$ cat src/rtl/irqc_pkg.sv
package irqc_pkg;
  localparam int N_EXT    = 6;
  localparam int N_INT    = 27;
  localparam int N_SRC    = N_EXT + N_INT;
  localparam int N_GRP    = 15;
  localparam int REG_W    = 8;
  localparam int VEC_W    = 8;
  localparam int TRAP_W   = 2;
  localparam int VEC_NMI  = 7;
  localparam int VEC_TRAP = 8;
  localparam int VEC_EXT  = 12;
  localparam int VEC_INT  = 20;

  // Source index s: 0..5 external lines, 6+k internal line k.
  // Group bits: 0..5 ext, 6 watchdog, 7 A/D, 8..10 16-bit timer,
  // 11..12 8-bit timer, 13..14 serial.
  function automatic int grp_of(int s);
    int k;
    k = s - N_EXT;
    if (s < N_EXT)    return s;
    else if (k == 0)  return 6;
    else if (k <= 9)  return 8 + (k - 1) / 3;
    else if (k <= 17) return 11 + (k - 10) / 4;
    else if (k <= 25) return 13 + (k - 18) / 4;
    else              return 7;
  endfunction

  function automatic logic [VEC_W-1:0] vec_of(int s);
    if (s < N_EXT) return VEC_W'(VEC_EXT + s);
    else           return VEC_W'(VEC_INT + s - N_EXT);
  endfunction
endpackage

$ cat src/rtl/irqc_prio_regs.sv
module irqc_prio_regs
  import irqc_pkg::*;
(
  input  logic             clk,
  input  logic             rst_n,
  input  logic             wr_a,
  input  logic             wr_b,
  input  logic [REG_W-1:0] wdata,
  output logic [N_GRP-1:0] level_grp
);
  logic [N_GRP-1:0] lvl_q, lvl_d;

  always_comb begin
    lvl_d = lvl_q;
    if (wr_a) lvl_d[REG_W-1:0] = wdata;
    if (wr_b) lvl_d[N_GRP-1:REG_W] = wdata[N_GRP-REG_W-1:0];
  end

  always_ff @(posedge clk or negedge rst_n) begin
    if (!rst_n)             lvl_q <= '0;
    else if (wr_a || wr_b)  lvl_q <= lvl_d;
  end

  assign level_grp = lvl_q;
endmodule

$ cat src/rtl/irqc_mask_filter.sv
module irqc_mask_filter
  import irqc_pkg::*;
(
  input  logic [N_GRP-1:0] level_grp,
  input  logic [N_SRC-1:0] req,
  input  logic             imask,
  input  logic             umask,
  input  logic             ue,
  output logic [N_SRC-1:0] cand_hi,
  output logic [N_SRC-1:0] cand_lo
);
  logic [N_SRC-1:0] lvl_src;
  logic             hi_en, lo_en;

  for (genvar s = 0; s < N_SRC; s++) begin : g_map
    assign lvl_src[s] = level_grp[grp_of(s)];
  end

  always_comb begin
    lo_en = !imask;
    hi_en = ue ? !imask : !(imask && umask);
  end

  assign cand_hi = req &  lvl_src & {N_SRC{hi_en}};
  assign cand_lo = req & ~lvl_src & {N_SRC{lo_en}};
endmodule

$ cat src/rtl/irqc_first_set.sv
module irqc_first_set #(
  parameter int N     = 33,
  localparam int IDX_W = $clog2(N)
) (
  input  logic [N-1:0]     vec,
  output logic             valid,
  output logic [IDX_W-1:0] idx
);
  always_comb begin
    idx = '0;
    for (int i = N - 1; i >= 0; i--) begin
      if (vec[i]) idx = IDX_W'(i);
    end
    valid = |vec;
  end
endmodule

$ cat src/rtl/prio_irq_ctrl.sv
module prio_irq_ctrl
  import irqc_pkg::*;
(
  input  logic                  clk,
  input  logic                  rst_n,
  input  logic                  prio_wr_a,
  input  logic                  prio_wr_b,
  input  logic [REG_W-1:0]      prio_wdata,
  input  logic                  nmi_req,
  input  logic [N_EXT-1:0]      ext_req,
  input  logic [N_INT-1:0]      int_req,
  input  logic                  trap_req,
  input  logic [TRAP_W-1:0]     trap_num,
  input  logic                  cpu_imask,
  input  logic                  cpu_umask,
  input  logic                  ue_mode,
  input  logic                  ack,
  output logic                  accept,
  output logic [VEC_W-1:0]      vec_num,
  output logic                  new_imask,
  output logic                  new_umask
);
  localparam int IDX_W = $clog2(N_SRC);

  logic [N_GRP-1:0] level_grp;
  logic [N_SRC-1:0] cand_hi, cand_lo;
  logic             hi_v, lo_v;
  logic [IDX_W-1:0] hi_idx, lo_idx;
  logic             win_v;
  logic [VEC_W-1:0] win_vec;

  logic             acc_q, acc_d;
  logic [VEC_W-1:0] vec_q, vec_d;
  logic             nim_q, nim_d, num_q, num_d;
  logic             acc_en;

  irqc_prio_regs u_regs (
    .clk(clk), .rst_n(rst_n), .wr_a(prio_wr_a), .wr_b(prio_wr_b),
    .wdata(prio_wdata), .level_grp(level_grp)
  );

  irqc_mask_filter u_mask (
    .level_grp(level_grp), .req({int_req, ext_req}),
    .imask(cpu_imask), .umask(cpu_umask), .ue(ue_mode),
    .cand_hi(cand_hi), .cand_lo(cand_lo)
  );

  irqc_first_set #(.N(N_SRC)) u_pick_hi (
    .vec(cand_hi), .valid(hi_v), .idx(hi_idx)
  );

  irqc_first_set #(.N(N_SRC)) u_pick_lo (
    .vec(cand_lo), .valid(lo_v), .idx(lo_idx)
  );

  // Order: non-maskable, trap, level 1, level 0.
  always_comb begin
    win_v   = 1'b1;
    win_vec = '0;
    if (nmi_req)       win_vec = VEC_W'(VEC_NMI);
    else if (trap_req) win_vec = VEC_W'(VEC_TRAP) + VEC_W'(trap_num);
    else if (hi_v)     win_vec = vec_of(int'(hi_idx));
    else if (lo_v)     win_vec = vec_of(int'(lo_idx));
    else               win_v   = 1'b0;
  end

  always_comb begin
    acc_d  = acc_q;
    vec_d  = vec_q;
    nim_d  = nim_q;
    num_d  = num_q;
    acc_en = 1'b0;
    if (acc_q) begin
      if (ack) begin
        acc_d  = 1'b0;
        acc_en = 1'b1;
      end
    end else if (win_v) begin
      acc_d  = 1'b1;
      vec_d  = win_vec;
      nim_d  = 1'b1;
      num_d  = ue_mode ? cpu_umask : 1'b1;
      acc_en = 1'b1;
    end
  end

  always_ff @(posedge clk or negedge rst_n) begin
    if (!rst_n) begin
      acc_q <= 1'b0;
      vec_q <= '0;
      nim_q <= 1'b0;
      num_q <= 1'b0;
    end else if (acc_en) begin
      acc_q <= acc_d;
      vec_q <= vec_d;
      nim_q <= nim_d;
      num_q <= num_d;
    end
  end

  assign accept    = acc_q;
  assign vec_num   = vec_q;
  assign new_imask = nim_q;
  assign new_umask = num_q;
endmodule

$ cat config.mk
export PLATFORM = sky130hd
export DESIGN_NAME = prio_irq_ctrl
export DESIGN_NICKNAME = d
export VERILOG_FILES = /design/src/rtl/irqc_pkg.sv /design/src/rtl/irqc_prio_regs.sv /design/src/rtl/irqc_mask_filter.sv /design/src/rtl/irqc_first_set.sv /design/src/rtl/prio_irq_ctrl.sv
export SDC_FILE = /design/constraint.sdc
export NUM_CORES = 1
export LEC_CHECK = 0
export ABC_AREA = 1
export BUFFER_PORTS_ARGS = -buffer_cell sky130_fd_sc_hd__buf_2
export CAP_MARGIN = 20
export CORE_MARGIN = 4
export CORE_UTILIZATION = 54
export DETAILED_ROUTE_END_ITERATION = 7
export GPL_TIMING_DRIVEN = 0
export MAX_ROUTING_LAYER = met4
export PLACE_DENSITY = 0.81
export SYNTH_ARGS = -nofsm -noshare
export SYNTH_HDL_FRONTEND = slang
export SYNTH_SLANG_ARGS = --single-unit
$ cat constraint.sdc
create_clock -name clk -period 3.4 [get_ports clk]
set_clock_uncertainty 0.2 [all_clocks]
set_input_delay 0.68 -clock clk [delete_from_list [all_inputs] [get_ports clk]]
set_output_delay 0.68 -clock clk [all_outputs]
set_load 0.01 [all_outputs]
==> metrics.txt, run 1 <==
# TYPE chip_impl_metric gauge
chip_impl_metric{name="largest_fanout_of_any_net_on_the_critical_path",unit=""} 9
chip_impl_info{name="rsz0062_at_grt",value="true"} 1
chip_impl_info{name="cp_cell_sequence",value="buf_4 -> inv_4 -> nor2_8 -> nor2_4 -> o21ai_1 -> nand2_1 -> o211ai_1 -> a31oi_1 -> or2_2 -> a21oi_2 -> ha_1 -> nand2_1 -> nand2_2 -> nand2_1 -> o21ai_2 -> inv_1 -> nand2_1 -> nand3_1 -> a32o_1"} 1
chip_impl_metric{name="min_period",unit="ns"} 3.23
chip_impl_metric{name="power_per_cell_area",unit="mW/mm²"} 384
chip_impl_metric{name="cts.clk_slew.worst_paths",unit="ns"} 0.09
chip_impl_info{name="clock_tree.root_cell",value="sky130_fd_sc_hd__clkbuf_8"} 1
chip_impl_metric{name="cts-buffers-inserted",unit=""} 3
chip_impl_metric{name="worst_skew_pair.late_latency",unit="ns"} 0.27
chip_impl_info{name="crit_path_end_kind",value="flop"} 1
chip_impl_metric{name="fp.dieH",unit="µm"} 77.3
chip_impl_metric{name="drt_iter0_markers",unit=""} 146
chip_impl_metric{name="half_perimeter_wire_length_after_placement",unit="mm"} 5.54
chip_impl_metric{name="synth_async_sr_flop_share",unit="%"} 100
chip_impl_metric{name="max_freq",unit="GHz"} 0.310
chip_impl_metric{name="drc",unit=""} 0
chip_impl_metric{name="hold_buffers",unit=""} 0
chip_impl_metric{name="number_of_antenna_violations_at_the_first_check_in_global_routing",unit=""} 0
chip_impl_metric{name="synthesis.area_per_instance",unit="µm²"} 5.81
chip_impl_metric{name="vias",unit=""} 2914
chip_impl_metric{name="syn_to_final_growth",unit="%"} 18.3
chip_impl_metric{name="crit_required",unit="ns"} 3.37
chip_impl_metric{name="r2r_slack",unit="ns"} 0.36
chip_impl_info{name="status",value="completed"} 1
chip_impl_metric{name="yosysUniqueCellTypes",unit=""} 35
chip_impl_metric{name="maxSlewHeadroom",unit="%"} 62.8
chip_impl_metric{name="hold_viol_final",unit=""} 0
chip_impl_metric{name="post_route_cells_drive_above_1_share",unit="%"} 21.4
chip_impl_metric{name="grtUsageTotal",unit="%"} 23.6
chip_impl_metric{name="layout.core_utilization",unit="%"} 68.1
chip_impl_metric{name="cts.sinks",unit=""} 25
chip_impl_metric{name="total_of_endpoints_with_negative_setup_slack_in_the_final_report",unit=""} 0
chip_impl_info{name="crit_end",value="vec_num[4]"} 1
chip_impl_metric{name="ff2ff_path_depth",unit=""} 19
chip_impl_metric{name="synth_cells",unit=""} 446
chip_impl_info{name="holdCritPathClass",value="in -> async"} 1
chip_impl_metric{name="synthesis.nets",unit=""} 507
chip_impl_metric{name="timing.hold.ws",unit="ns"} 0.186
chip_impl_metric{name="dr.pass1.iters",unit=""} 5
chip_impl_info{name="cts_tree",value="built"} 1
chip_impl_info{name="synthFlopType",value="sky130_fd_sc_hd__dfrtp_1"} 1
chip_impl_metric{name="buffer_ports.inserted",unit=""} 61
chip_impl_metric{name="placeableCoreArea",unit="mm²"} 0.00450
chip_impl_info{name="critical_path.reg2reg.startpoint",value="u_regs.level_grp[13]"} 1
chip_impl_metric{name="fin_crit_sh",unit="%"} 94.9
chip_impl_metric{name="final.fill_count",unit=""} 470
chip_impl_metric{name="static_leakage_power",unit="nW"} 1.75
chip_impl_metric{name="detail_route.wirelength",unit="mm"} 6.75
chip_impl_metric{name="n_antenna_cell",unit=""} 0
chip_impl_metric{name="grt_start_max_net_pins",unit=""} 26
chip_impl_metric{name="grt_remaining_overflow",unit=""} 0
chip_impl_metric{name="synth-edff-count",unit=""} 0
chip_impl_info{name="worst-setup-path-type",value="in -> reg"} 1
chip_impl_metric{name="ctsLongestPathBuffers",unit=""} 2
chip_impl_metric{name="route.detailed.vias_per_inst",unit=""} 5.16
chip_impl_metric{name="gp_congestion",unit=""} 0.895
chip_impl_metric{name="share_of_synthesized_area_occupied_by_flip_flops_and_latches",unit="%"} 24.1
chip_impl_metric{name="starting_density",unit="%"} 57.5
chip_impl_metric{name="drtAntennaViolNets",unit=""} 0
chip_impl_metric{name="yosys_register_bits",unit=""} 25
chip_impl_metric{name="global_route_wire_length_before_repair",unit="mm"} 11.5
chip_impl_metric{name="io_pins",unit=""} 64
chip_impl_metric{name="cpPeakStageDelay",unit="ns"} 0.30
chip_impl_metric{name="worstPathArrival",unit="ns"} 3.19
chip_impl_info{name="worst_setup_path_start_kind",value="primary input"} 1
chip_impl_info{name="cp_startpoint",value="cpu_imask"} 1
chip_impl_info{name="critical_path.slowest_cell",value="sky130_fd_sc_hd__or2_2"} 1
chip_impl_metric{name="max-vdd-ir-drop",unit="mV"} 0.299
chip_impl_metric{name="route.detailed.wl_per_inst",unit="µm"} 11.9
chip_impl_metric{name="timing.final.max_slew_violations",unit=""} 0
chip_impl_metric{name="post_synth_instance_area",unit="mm²"} 0.00259
chip_impl_metric{name="worstMarginPinSlew",unit="ns"} 0.559
chip_impl_metric{name="fp.dieW",unit="µm"} 77.3
chip_impl_info{name="worstReg2RegEnd",value="vec_num[3]"} 1
chip_impl_metric{name="fp.dieArea",unit="mm²"} 0.00597
chip_impl_metric{name="fin_setup_tns",unit="ns"} 0
chip_impl_metric{name="fp-row-count",unit=""} 24
chip_impl_metric{name="cts_htree_levels",unit=""} 1
chip_impl_metric{name="max_cap_violations",unit=""} 0
chip_impl_metric{name="synth_warnings",unit=""} 0
chip_impl_metric{name="nNetsFinal",unit=""} 575
chip_impl_metric{name="grt_pass1_vias",unit=""} 2710
chip_impl_info{name="critical-path-top-cell-by-count",value="sky130_fd_sc_hd__nand2_1"} 1
## what timing repair did
action                                  CTS  global route
endpoints found under the setup margin    1             6
buffers inserted                          0             2
pin swaps                                 0             6
endpoints found under the hold margin     0             0
gates cloned                              0             0
resized for setup                         1            13
## state kept, by name (all words and copies together) (netlist names)
signal and count:
new_umask 1, vec_num 7, u_regs.level_grp 15, accept 1
new_imask 1
## layout by cell type, fill, tap and decap left out, types with 5 or more instances in the layout
cell,n
sky130_fd_sc_hd__nor2_1,53
sky130_fd_sc_hd__buf_2,61
sky130_fd_sc_hd__o211ai_1,5
sky130_fd_sc_hd__nand3_1,30
sky130_fd_sc_hd__a21oi_1,13
sky130_fd_sc_hd__dfrtp_1,25
sky130_fd_sc_hd__nor2_2,10
sky130_fd_sc_hd__nand2_1,141
sky130_fd_sc_hd__o21ai_1,6
sky130_fd_sc_hd__o21ai_0,30
sky130_fd_sc_hd__ha_1,8
sky130_fd_sc_hd__inv_2,11
sky130_fd_sc_hd__inv_1,70
## routing by layer
layer	vias to the layer above	part of all wire [%]	track usage, %
met3	2	5.2	3.16
met1	1305	45	30.4
li1	1528	-	-
met5	-	0	-
met2	79	49	40.5
met4	0	0.34	3.02
## cell type report
| class | instances | area, µm² | area share [%] |
|---|---|---|---|
| tap | 52 | 65.1 | 2.12 |
| timing repair buffer | 63 | 320 | 10.4 |
| buffer | 5 | 33.8 | 1.10 |
| inverter | 85 | 324 | 10.6 |
| clock buffer | 4 | 45.0 | 1.47 |
| sequential | 25 | 626 | 20.4 |
| multi-input combinational | 331 | 1650 | 53.9 |
## how the worst min path moves through the flow
| stage | endpoint | slack [ns] |
|---|---|---|
| 2_1_floorplan | accept | 0.18 |
| 3_3_place_gp | new_imask | 0.25 |
| 3_5_place_dp | new_imask | 0.25 |
| 4_1_cts | new_umask | 0.21 |
| 5_1_grt | vec_num[2] | 0.23 |
| 6_report | vec_num[2] | 0.19 |
## worst max-delay path, delay by kind of cell
kind            cells  cell delay [ns]
buf+inv             3             0.31
compound gates      6             0.97
simple gates        9             1.03
fa+ha+maj           1             0.18
## stage by stage
stage / total power [mW] / cells / setup slack (ns) / instance area, µm²
finish: 1.18 / 565 / 0.174 / 3070
floorplan: 0.792 / 446 / 0.226 / 2590
global route: 1.29 / 565 / -0.0528 / 3070
detailed placement: 0.968 / 559 / -0.283 / 2960
global placement: 0.946 / 559 / -0.237 / 2960
CTS: 1.15 / 563 / 0.0797 / 3010
## power by group
group	leakage (nW)	internal, mW	total, mW	switching, mW
combinational	1.43	0.232	0.610	0.378
clock	0.0228	0.0839	0.180	0.0964
sequential	0.296	0.351	0.388	0.0362
## synth_stat cells, drive strengths merged, types with 2 or more instances
library cell / instances / area share, %
clkbuf: 2 / 0.29
mux2: 3 / 1.3
ha: 8 / 3.9
buf: 3 / 1.0
o211ai: 5 / 1.4
and2: 2 / 0.48
nor3: 3 / 1.0
clkinv: 2 / 0.29
o21ai: 38 / 7.5
a31oi: 5 / 1.8
a21oi: 14 / 2.7
a32o: 3 / 1.2
nand3: 30 / 5.8
dfrtp: 25 / 24
inv: 83 / 12
nand2: 143 / 21
nor2: 68 / 12
or2: 2 / 0.48
## logic make-up after synthesis
family | count (synthesis) | share of synthesized area [%]
AO/OA/AOI/OAI | 70 | 16.1
XOR/XNOR | 1 | 0.338
adder cells (fa/ha/maj) | 8 | 3.86
buffers and inverters | 90 | 13.8
flip-flops | 25 | 24.1
multiplexers | 3 | 1.30
other | 1 | 0.145
AND/OR/NAND/NOR | 248 | 40.3
No activity file was read; power rests on OpenSTA's default activity.
==> run 2, diff against run 1 <==
--- a/config.mk
+++ b/config.mk
@@ -14,6 +14,7 @@
 export GPL_TIMING_DRIVEN = 0
 export MAX_ROUTING_LAYER = met4
 export PLACE_DENSITY = 0.81
+export SETUP_SLACK_MARGIN = 0.4
 export SYNTH_ARGS = -nofsm -noshare
 export SYNTH_HDL_FRONTEND = slang
 export SYNTH_SLANG_ARGS = --single-unit
==> metrics.txt, run 2 (synthesized netlist as in run 1, its figures left out) <==
# TYPE chip_impl_metric gauge
chip_impl_metric{name="detail_route.wirelength",unit="mm"} 7.35
chip_impl_metric{name="largest_register_ffs",unit=""} 15
chip_impl_metric{name="largest_fanout_of_any_net_on_the_critical_path",unit=""} 8
chip_impl_metric{name="power.switching_fraction",unit="%"} 43.2
chip_impl_info{name="rsz0062_at_grt",value="true"} 1
chip_impl_metric{name="crit_required",unit="ns"} 3.40
chip_impl_metric{name="final_area",unit="mm²"} 0.00346
chip_impl_info{name="cp_startpoint",value="cpu_imask"} 1
chip_impl_metric{name="buffer_ports.inserted",unit=""} 61
chip_impl_metric{name="drt_iter0_markers",unit=""} 152
chip_impl_metric{name="starting_density",unit="%"} 57.5
chip_impl_metric{name="global_route_wire_length_before_repair",unit="mm"} 12.0
chip_impl_metric{name="grt_pass1_vias",unit=""} 2807
chip_impl_metric{name="timing.final.max_slew_violations",unit=""} 0
chip_impl_metric{name="half_perimeter_wire_length_after_placement",unit="mm"} 5.40
chip_impl_metric{name="fp-row-count",unit=""} 24
chip_impl_metric{name="fp.dieW",unit="µm"} 77.3
chip_impl_metric{name="max_freq",unit="GHz"} 0.317
chip_impl_info{name="worst_setup_path_start_kind",value="primary input"} 1
chip_impl_info{name="critical_path.reg2reg.startpoint",value="u_regs.level_grp[13]"} 1
chip_impl_metric{name="min_period",unit="ns"} 3.16
chip_impl_metric{name="fin_setup_tns",unit="ns"} 0
chip_impl_metric{name="fp.dieArea",unit="mm²"} 0.00597
chip_impl_metric{name="hold_viol_final",unit=""} 0
chip_impl_metric{name="worstPathArrival",unit="ns"} 3.16
chip_impl_metric{name="nNetsFinal",unit=""} 599
chip_impl_metric{name="grt_start_max_net_pins",unit=""} 26
chip_impl_metric{name="io_pins",unit=""} 64
chip_impl_metric{name="number_of_antenna_violations_at_the_first_check_in_global_routing",unit=""} 0
chip_impl_metric{name="dr.pass1.iters",unit=""} 5
chip_impl_metric{name="grt_remaining_overflow",unit=""} 0
chip_impl_metric{name="drtAntennaViolNets",unit=""} 0
chip_impl_metric{name="grtUsageTotal",unit="%"} 24.6
chip_impl_metric{name="power_per_cell_area",unit="mW/mm²"} 381
chip_impl_metric{name="maxSlewHeadroom",unit="%"} 61.0
chip_impl_metric{name="max-vdd-ir-drop",unit="mV"} 0.367
chip_impl_metric{name="cts-buffers-inserted",unit=""} 3
chip_impl_info{name="crit_path_end_kind",value="flop"} 1
chip_impl_metric{name="total_of_endpoints_with_negative_setup_slack_in_the_final_report",unit=""} 0
chip_impl_metric{name="vias",unit=""} 3045
chip_impl_metric{name="cts.sinks",unit=""} 25
chip_impl_metric{name="worstMarginPinSlew",unit="ns"} 0.585
chip_impl_metric{name="route.detailed.wl_per_inst",unit="µm"} 12.5
chip_impl_metric{name="static_leakage_power",unit="nW"} 1.89
chip_impl_metric{name="fp.dieH",unit="µm"} 77.3
chip_impl_metric{name="n_antenna_cell",unit=""} 0
chip_impl_metric{name="intPower",unit="mW"} 0.748
chip_impl_metric{name="power_frac_clock",unit="%"} 13.9
chip_impl_metric{name="drc",unit=""} 0
chip_impl_metric{name="sequentialPowerShare",unit="%"} 29.5
chip_impl_metric{name="placeableCoreArea",unit="mm²"} 0.00450
chip_impl_metric{name="ctsLongestPathBuffers",unit=""} 2
chip_impl_metric{name="gp_congestion",unit=""} 0.900
chip_impl_metric{name="worst_skew_pair.late_latency",unit="ns"} 0.27
chip_impl_metric{name="max_cap_violations",unit=""} 0
chip_impl_metric{name="cts.clk_slew.worst_paths",unit="ns"} 0.10
chip_impl_metric{name="switchingPower",unit="mW"} 0.569
chip_impl_metric{name="fin_crit_sh",unit="%"} 92.9
chip_impl_info{name="status",value="completed"} 1
chip_impl_metric{name="post_route_cells_drive_above_1_share",unit="%"} 31.3
chip_impl_info{name="cts_tree",value="built"} 1
chip_impl_info{name="most-common-layout-cells",value="sky130_fd_sc_hd__nand2_1, sky130_fd_sc_hd__inv_1, sky130_fd_sc_hd__buf_2"} 1
chip_impl_metric{name="route.detailed.vias_per_inst",unit=""} 5.17
chip_impl_info{name="holdCritPathClass",value="in -> async"} 1
chip_impl_metric{name="pwr-share-comb",unit="%"} 56.6
chip_impl_metric{name="syn_to_final_growth",unit="%"} 33.4
chip_impl_info{name="clock_tree.root_cell",value="sky130_fd_sc_hd__clkbuf_8"} 1
chip_impl_metric{name="placedInstanceArea",unit="mm²"} 0.00299
chip_impl_metric{name="cts_htree_levels",unit=""} 1
chip_impl_info{name="mostFrequentLayoutCell",value="sky130_fd_sc_hd__nand2_1"} 1
chip_impl_info{name="worst-setup-path-type",value="in -> reg"} 1
==> run 2: changes by cell type in the layout (fill, tap and decap cells not counted), sizes merged <==
cell and change:
clkinv +2, inv -1, buf +23
==> run 2: final timing paths <==
| kind | cells past startpoint | slack (ns) | end |
|---|---|---|---|
| worst max-delay path | 20 | 0.24 | vec_num[3] |
| worst min-delay path | 1 | 0.19 | vec_num[2] |
| worst max register to register | 16 | 0.53 | vec_num[3] |
| worst min register to register | 1 | 0.28 | new_imask |
| max in group asynchronous | 1 | 2.41 | u_regs.level_grp[11] |
| min in group clk | 1 | 0.28 | new_imask |
==> run 2: metrics by stage <==
step,instances,setup slack (ns),util [%],hold WS [ns],total power [mW]
after floorplan,446,0.364,-,0.184,0.799
after global placement,559,-0.0643,66.4,0.245,0.954
after detailed placement,559,-0.0552,66.4,0.249,0.970
after CTS,579,0.385,71.8,0.217,1.22
after global routing,589,0.0526,76.8,0.221,1.43
final,589,0.243,76.8,0.194,1.32
==> run 2: layer usage <==
| layer | routed length [µm] | global-route usage (%) | vias up |
|---|---|---|---|
| li1 | - | - | 1573 |
| met1 | 3140 | 31.2 | 1345 |
| met2 | 3640 | 42.1 | 111 |
| met3 | 443 | 2.81 | 16 |
| met4 | 116 | 4.98 | 0 |
| met5 | 0 | - | - |
==> run 2: cell type report <==
type | count | area [µm²]
inverters | 85 | 344
clock buffers | 4 | 45.0
flip-flops and latches | 25 | 626
fillers | 355 | 1050
well taps | 52 | 65.1
repair buffers | 86 | 531
repair inverters | 1 | 3.75
plain buffers | 5 | 46.3
multi-input cells | 331 | 1800
==> run 2: what timing repair did <==
action / in CTS / in global routing
setup buffers: 15 / 9
hold buffers: 0 / 0
cloned: 1 / 1
pin swaps: 17 / 25
setup endpoints to repair: 5 / 9
gates resized for setup: 23 / 45
==> run 2: worst max-delay path, stage by stage <==
cell and delay [ns]:
sky130_fd_sc_hd__buf_12 0.12, sky130_fd_sc_hd__clkinv_8 0.07, sky130_fd_sc_hd__nor2_8 0.22, sky130_fd_sc_hd__buf_12 0.15, sky130_fd_sc_hd__clkinv_8 0.05, sky130_fd_sc_hd__buf_6 0.12
sky130_fd_sc_hd__o211ai_1 0.12, sky130_fd_sc_hd__nand3_2 0.18, sky130_fd_sc_hd__buf_6 0.16, sky130_fd_sc_hd__a31oi_4 0.13, sky130_fd_sc_hd__or2_4 0.15, sky130_fd_sc_hd__a21oi_4 0.06
sky130_fd_sc_hd__inv_2 0.09, sky130_fd_sc_hd__ha_1 0.19, sky130_fd_sc_hd__inv_1 0.06, sky130_fd_sc_hd__nor2_1 0.14, sky130_fd_sc_hd__o21ai_0 0.08, sky130_fd_sc_hd__o21ai_0 0.11
sky130_fd_sc_hd__a21oi_1 0.12, sky130_fd_sc_hd__o21ai_1 0.15
==> run 2: power by group through the flow <==
stage	registers (mW)	clock network, mW	logic (mW)
global placement	0.390	0	0.564
floorplan	0.408	0	0.390
CTS	0.386	0.183	0.656
detailed placement	0.392	0	0.578
global route	0.395	0.204	0.834
finish	0.389	0.183	0.746
